### src/rtl/simt_mask_stack.sv
module simt_mask_stack #(
  parameter int LANES = 8,
  parameter int DEPTH = 4,
  parameter int AW    = 16
) (
  input  logic             clk,
  input  logic             rst_n,
  input  logic [2:0]       op,
  input  logic [LANES-1:0] cond,
  input  logic [AW-1:0]    tgt,
  input  logic [AW-1:0]    conv,
  input  logic [AW-1:0]    pc_in,
  input  logic             wr_req,
  output logic [LANES-1:0] exec_mask,
  output logic [LANES-1:0] wr_lanes,
  output logic [AW-1:0]    next_pc,
  output logic             overflow,
  output logic             underflow
);
  localparam logic [2:0] OP_NOP = 3'd0, OP_PUSH = 3'd1, OP_POP = 3'd2,
                         OP_MNZ = 3'd3, OP_BR = 3'd4;
  localparam int SPW = $clog2(DEPTH + 1);
  localparam int IW  = (DEPTH > 1) ? $clog2(DEPTH) : 1;
  localparam logic [SPW:0] DEP = (SPW+1)'(DEPTH);

  logic [LANES-1:0] stk_m [DEPTH];
  logic [AW-1:0]    stk_a [DEPTH];
  logic [SPW-1:0]   sp;

  wire [LANES-1:0] m_then = exec_mask & cond;
  wire [LANES-1:0] m_else = exec_mask & ~cond;
  wire             two    = (op == OP_BR) && (m_then != '0) && (m_else != '0);
  wire [1:0]       need   = two ? 2'd2 : 2'd1;
  wire             fits   = ({1'b0, sp} + (SPW+1)'(need)) <= DEP;
  wire             do_pop = (op == OP_POP) || (op == OP_MNZ && m_then == '0);
  wire             empty  = (sp == '0);
  wire [IW-1:0]    wi     = IW'(sp);
  wire [IW-1:0]    wi1    = IW'(sp + 1'b1);
  wire [IW-1:0]    ti     = IW'(sp - 1'b1);

  assign wr_lanes = wr_req ? exec_mask : '0;

  always_ff @(posedge clk) begin
    if (!rst_n) begin
      exec_mask <= '1;
      next_pc   <= '0;
      sp        <= '0;
      overflow  <= 1'b0;
      underflow <= 1'b0;
    end else begin
      next_pc <= pc_in + 1'b1;
      if (op == OP_PUSH || op == OP_BR) begin
        if (fits) begin
          stk_m[wi] <= exec_mask;
          stk_a[wi] <= (op == OP_BR) ? conv : tgt;
          if (two) begin
            stk_m[wi1] <= m_else;
            stk_a[wi1] <= tgt;
          end
          sp <= sp + SPW'(need);
        end else begin
          overflow <= 1'b1;
        end
      end
      if (op == OP_BR) begin
        if (m_then != '0) exec_mask <= m_then;
        else begin
          exec_mask <= m_else;
          next_pc   <= tgt;
        end
      end
      if (op == OP_MNZ && m_then != '0) exec_mask <= m_then;
      if (do_pop) begin
        if (empty) underflow <= 1'b1;
        else begin
          exec_mask <= stk_m[ti];
          next_pc   <= stk_a[ti];
          sp        <= sp - 1'b1;
        end
      end
    end
  end

  p_ovf_sticky_r12: assert property (@(posedge clk) disable iff (!rst_n)
    overflow |=> overflow);
  p_udf_sticky_r6: assert property (@(posedge clk) disable iff (!rst_n)
    underflow |=> underflow);
  p_sp_bound_r12: assert property (@(posedge clk) disable iff (!rst_n)
    ({1'b0, sp} <= DEP));
  p_nop_hold_r3: assert property (@(posedge clk) disable iff (!rst_n)
    (op == OP_NOP) |=> (exec_mask == $past(exec_mask)) && (next_pc == $past(pc_in) + 1'b1));
  p_mnz_subset_r7: assert property (@(posedge clk) disable iff (!rst_n)
    (op == OP_MNZ && (exec_mask & cond) != '0) |=> ((exec_mask & ~$past(exec_mask)) == '0));
  p_br_then_r9: assert property (@(posedge clk) disable iff (!rst_n)
    (op == OP_BR && (exec_mask & cond) != '0) |=> (exec_mask == $past(exec_mask & cond)));
  p_empty_pop_r6: assert property (@(posedge clk) disable iff (!rst_n)
    (op == OP_POP && empty) |=> (exec_mask == $past(exec_mask)) && underflow);
endmodule

### config.mk
export PLATFORM = sky130hd
export DESIGN_NAME = simt_mask_stack
export DESIGN_NICKNAME = d
export VERILOG_FILES = /design/src/rtl/simt_mask_stack.sv
export SDC_FILE = /design/constraint.sdc
export NUM_CORES = 1
export LEC_CHECK = 0
export ABC_AREA = 1
export BUFFER_PORTS_ARGS = -buffer_cell sky130_fd_sc_hd__buf_2
export CAP_MARGIN = 20
export CORE_UTILIZATION = 30
export CTS_CLUSTER_SIZE = 28
export DETAILED_ROUTE_END_ITERATION = 7
export REMOVE_ABC_BUFFERS = 1
export SLEW_MARGIN = 40
export SYNTH_ARGS = -nofsm -noshare
export SYNTH_HDL_FRONTEND = slang
export SYNTH_SLANG_ARGS = --single-unit
### constraint.sdc
create_clock -name clk -period 8.4 [get_ports clk]
set_input_delay 0.42 -clock clk [delete_from_list [all_inputs] [get_ports clk]]
set_output_delay 0.42 -clock clk [all_outputs]
set_load 0.01 [all_outputs]
# After elaboration in Yosys (flattened, before gate mapping)
# Memory sizes are Yosys's and may differ from the RTL's.
# Cells that the tools add are included.
# totals
mem_bits_rw	96
register_bits	29
wordCells	58
n_memories	2
input_bits	62
output_inout_bits	34
# op_classes
bitwise	4
n_lt_le_gt_ge	1
n_eq_ne	4
reduce_logical	12
add_sub_neg	5
muxes	25
# memory_table
name	depth	word_bits	read_ports	rd_clocked_by_memory_dff	wr	line_no	source
stk_a	4	16	1	0	2	27	logic [AW-1:0] stk_a [DEPTH];
stk_m	4	8	1	0	2	26	logic [LANES-1:0] stk_m [DEPTH];
# op_table
cell	count
$mux W16	5
$mux W8	6
$add A16 B1 Y16 const B	1
$and A8 B8 Y8	2
$reduce_bool A8 Y1	2
$mux W3	4
$mux W1	9
$logic_not A8 Y1	1
$not A8 Y8	1
$eq A3 B2 Y1 const B	2
$add A3 B2 Y4	1
$le A4 B3 Y1 const B	1
$logic_and A1 B1 Y1	4
$reduce_and A2 Y1	2
$add A3 B2 Y3	1
$eq A3 B1 Y1 const B	1
$eq A3 B3 Y1 const B	1
$logic_not A3 Y1	1
$sub A3 B1 Y3 const B	1
$add A2 B1 Y2 const B	1
$logic_or A1 B1 Y1	2
$mux W2	1
$not A1 Y1	1

# Logic depth before layout (Yosys ltp)
# logic_depth
word_depth	11
depth_mapped	20
mapped_depth_nobuf	17

# Worst setup path before layout
# No wires, ideal clock.
# synth_timing
path_type	reg-to-reg
startpoint	reg exec_mask[5]
endpoint	mem stk_a[0][0], enable pin
setup_ps	381
synth_period_minus_slack_ps	3763
setup_slack_ps	4637
arrival_time_ps	3382
path_buffers	3
stages_incl_launch_ff	20
t_required_ps	8019
cell_sequence	dfxtp_1 buf_2 nand2_1 nand2_1 nor2_2 nand2_4 nand2_2 nor2_4 buf_2 inv_1 ha_1 inv_1 fa_1 nand2_1 nand2_1 nand3_4 nor2_4 nand3_4 buf_2 nand2_1
# synth_lines
item	line_no	source
start, declared	14	output logic [LANES-1:0] exec_mask,
start signal, assigned	66	if (m_then != '0) exec_mask <= m_then;
start signal, assigned	68	exec_mask <= m_else;
start signal, assigned	72	if (op == OP_MNZ && m_then != '0) exec_mask <= m_then;
end, declared	27	

==> flow_summary_export.csv <==
group,metric,value,unit
critical_path,crit_type,"in2reg",
global_route,antenna_found_initial,0,
pwr,p_switching,0.498,mW
synth,yosys-top-cells-count,"389 x nand2_1, 100 x nor2_1, 96 x edfxtp_1",
synth,synth_mux_area_share,0,%
die,die_area,25600,sq um
die,io_pins,96,
synth,synth_simple_gate_area_share,35.2,%
synth,syn_area,7470,sq um
layout,instances_no_fill,1386,
synth,ys_ff_latch,125,
synth,netlist.area_leader.share,38.6,%
synth,ys_warn_count,0,
pwr,clkPwrFrac,45.0,%
die,fp.dieW,160,microns
synth,async_reset_ff_share,0,%
timing,final-max-slew-violation-count,0,
pwr,comb_power_share,16.0,%
layout,antenna_cells,0,
timing,final.min_clock_period,5240,ps
global_route,grt_pass1_wl,35400,microns
clock_network,cts-resized-gates,0,
synth,yosys.area.top_type,"edfxtp_1",
clock_network,cts_hold_buf,0,
worst_hold_path,min_path_type,"in2reg",
global_route,grt_max_degree,71,
layout,final_area,8760,sq um
synth,ys_seq_area_share,46.3,%
detailed_routing,routed-via-count,6856,
timing,finClkSkew,12.0,ps
timing,final-setup-viol-count,0,
place,place_area,8100,sq um
pwr,peakVddDrop,0.000135,V
timing,timing.final.crit_share,62.4,%
detailed_routing,routed_wl,22600,microns
timing,rsz0062_at_grt,"false",
timing,tightest_slew,849,ps
global_route,track_usage,18.0,%
clock_network,clkTransAtPathRegs,60,ps
die,initial_core_util,30.6,%
timing,fmax,0.191,GHz
timing,final_hold_viol_count,0,
critical_path,crit_arrival,5360,ps
timing,relSlewSlack,43.4,%
pwr,power.total,1.80,mW
place,hpwl,15000,microns
clock_network,cts.sinks,125,
critical_path,slowest_delay,640,ps
clock_network,cts_buffer_depth,2,
synth,synthCells,990,
synth,synthXorXnorAreaFrac,0.586,%
die,num_rows,57,
synth,synth_cell_types,34,
place,port_buffers,95,
detailed_routing,via_per_inst,4.95,
place,placed_cells,1353,
synth,synth-main-ff-cell,"edfxtp_1",
timing,fin_setup_tns,0,ps
pwr,seq_power_share,39.0,%
global_route,grt_overflow,0,
detailed_routing,dr.pass1.iters,8,
job,max_cap_violations,0,
layout,final_nets,1123,
clock_network,cts_buffers,17,
detailed_routing,drtIter0Drc,887,
critical_path,cp-end-kind,"register",
critical_path,crit_slowest_cell,"nand2_1",
critical_path,startpoint_type,"input port",
detailed_routing,wire_per_inst,16.3,microns
detailed_routing,drc,0,
run_status,status,"finished clean",
pwr,switching_share,27.6,%
layout,drive_above_1_share,14.8,%
synth,synth_compound_area_share,7.80,%
clock_network,cts_setup_buffers,0,
global_route,first_global_vias,6278,
critical_path,cp_cell_sequence,"buf_2, inv_1, nand3_4, inv_2, nand2_2, nor2_4, buf_4, inv_1, fa_1, nand2_1, nand2_1, nand3_4, nor2_4, nand3_4, nand2_1, buf_4",
clock_network,cts-htree-levels,4,
clock_network,clk_latency,430,ps
synth,yosys.cell_count.top_type,"nand2_1",
clock_network,cts-root-buf,"clkbuf_16",
pwr,p_int,1.30,mW
synth,synth_edf_count,96,
pwr,power_density,205,nW/um^2
synth,syn_area_per_cell,7.55,sq um
die,core_area,24400,sq um
die,die_y,160,microns
clock_network,cts_tree,"done",
pwr,leakage,4.07,nW
synth,netlist_top_cells_area,"edfxtp_1 39%, nand2_1 20%, dfxtp_1 7.8%",
synth,synthAdderAreaFrac,2.11,%
critical_path,critPathRequiredTime,8520,ps
synth,synth_top_family_by_area,"simple AND/OR/NAND/NOR gates",
place,gp_congestion,0.845,
detailed_routing,drtAntennaViolNets,0,
critical_path,critical_path.max_fanout,70,
layout,syn_to_final_growth,17.2,%
[critical path: cells and delay by family]
kind                       cells  cell delay (ps)
adders and majority gates      1              570
buffers and inverters          6             1820
and+or+nand+nor                9             2510
[path summary, 6_finish.rpt]
path / startpoint / to / slack [ps] / cells after the start
max: op[1] / stk_m[2][2] / 3160 / 16
max reg2reg: exec_mask[2] / stk_m[2][2] / 3360 / 16
min reg2reg: overflow / overflow / 540 / 2
min: cond[7] / exec_mask[7] / 290 / 3
[cell type report]
cell class / instances / area, sq um
fillers: 2543 / 15600
flip-flops and latches: 125 / 3460
multi-input cells: 730 / 3430
repair buffers: 103 / 539
clock buffers: 17 / 425
well taps: 324 / 405
inverters: 72 / 274
clock inverters: 15 / 221
[cell families (layout without fill, tap and decap cells)]
family / after synthesis / in the layout
flops: 125 / 125
simple gates: 608 / 608
fa+ha+maj: 12 / 12
compound gates: 105 / 105
buf+inv: 135 / 207
xor+xnor: 5 / 5
[placed cells by master, fill, tap and decap left out, types with 3 or more instances in the layout]
cell type	n
a21oi_1	10
buf_2	95
buf_4	7
bufinv_16	5
clkbuf_16	17
clkinv_2	3
clkinv_4	4
clkinvlp_4	3
dfxtp_1	29
edfxtp_1	96
ha_1	10
inv_1	67
nand2_1	388
nand2_2	3
nand3_1	34
nand3_4	6
nand4_1	65
nor2_1	99
nor2_2	3
nor2_4	3
o211ai_1	10
o21ai_0	66
o22ai_1	15
xnor2_1	5
[flip-flops by register name, indices dropped and copies added, names as in the netlist]
name	cells
stk_a	64
stk_m	32
next_pc	16
exec_mask	8
sp	3
overflow	1
underflow	1
[power by group through the flow]
stage	Combinational [mW]	Clock [mW]	Sequential, mW
2_1_floorplan	0.167	0	0.721
3_3_place_gp	0.283	0	0.714
3_5_place_dp	0.285	0	0.714
4_1_cts	0.287	0.820	0.702
5_1_grt	0.322	0.850	0.704
6_report	0.288	0.811	0.702
[per-stage QoR]
stage | hold slack [ps] | worst slack (ps) | utilization [%]
final | 286 | 3160 | 35.9
after global routing | 321 | 2800 | 35.9
after CTS | 274 | 3090 | 35.9
after detailed placement | 511 | 2650 | 33.2
after global placement | 515 | 2830 | 33.1
after floorplan | 489 | 3270 | -
[metal layers]
| metal | vias up | global-route usage (%) | share of wire [%] |
|---|---|---|---|
| met4 | 0 | 6.41 | 2.3 |
| li1 | 3403 | - | - |
| met5 | - | 0 | 0 |
| met3 | 30 | 3.12 | 6.1 |
| met2 | 252 | 30.2 | 48 |
| met1 | 3171 | 23.2 | 43 |
Note: power is estimated with default switching activity, not from simulation.
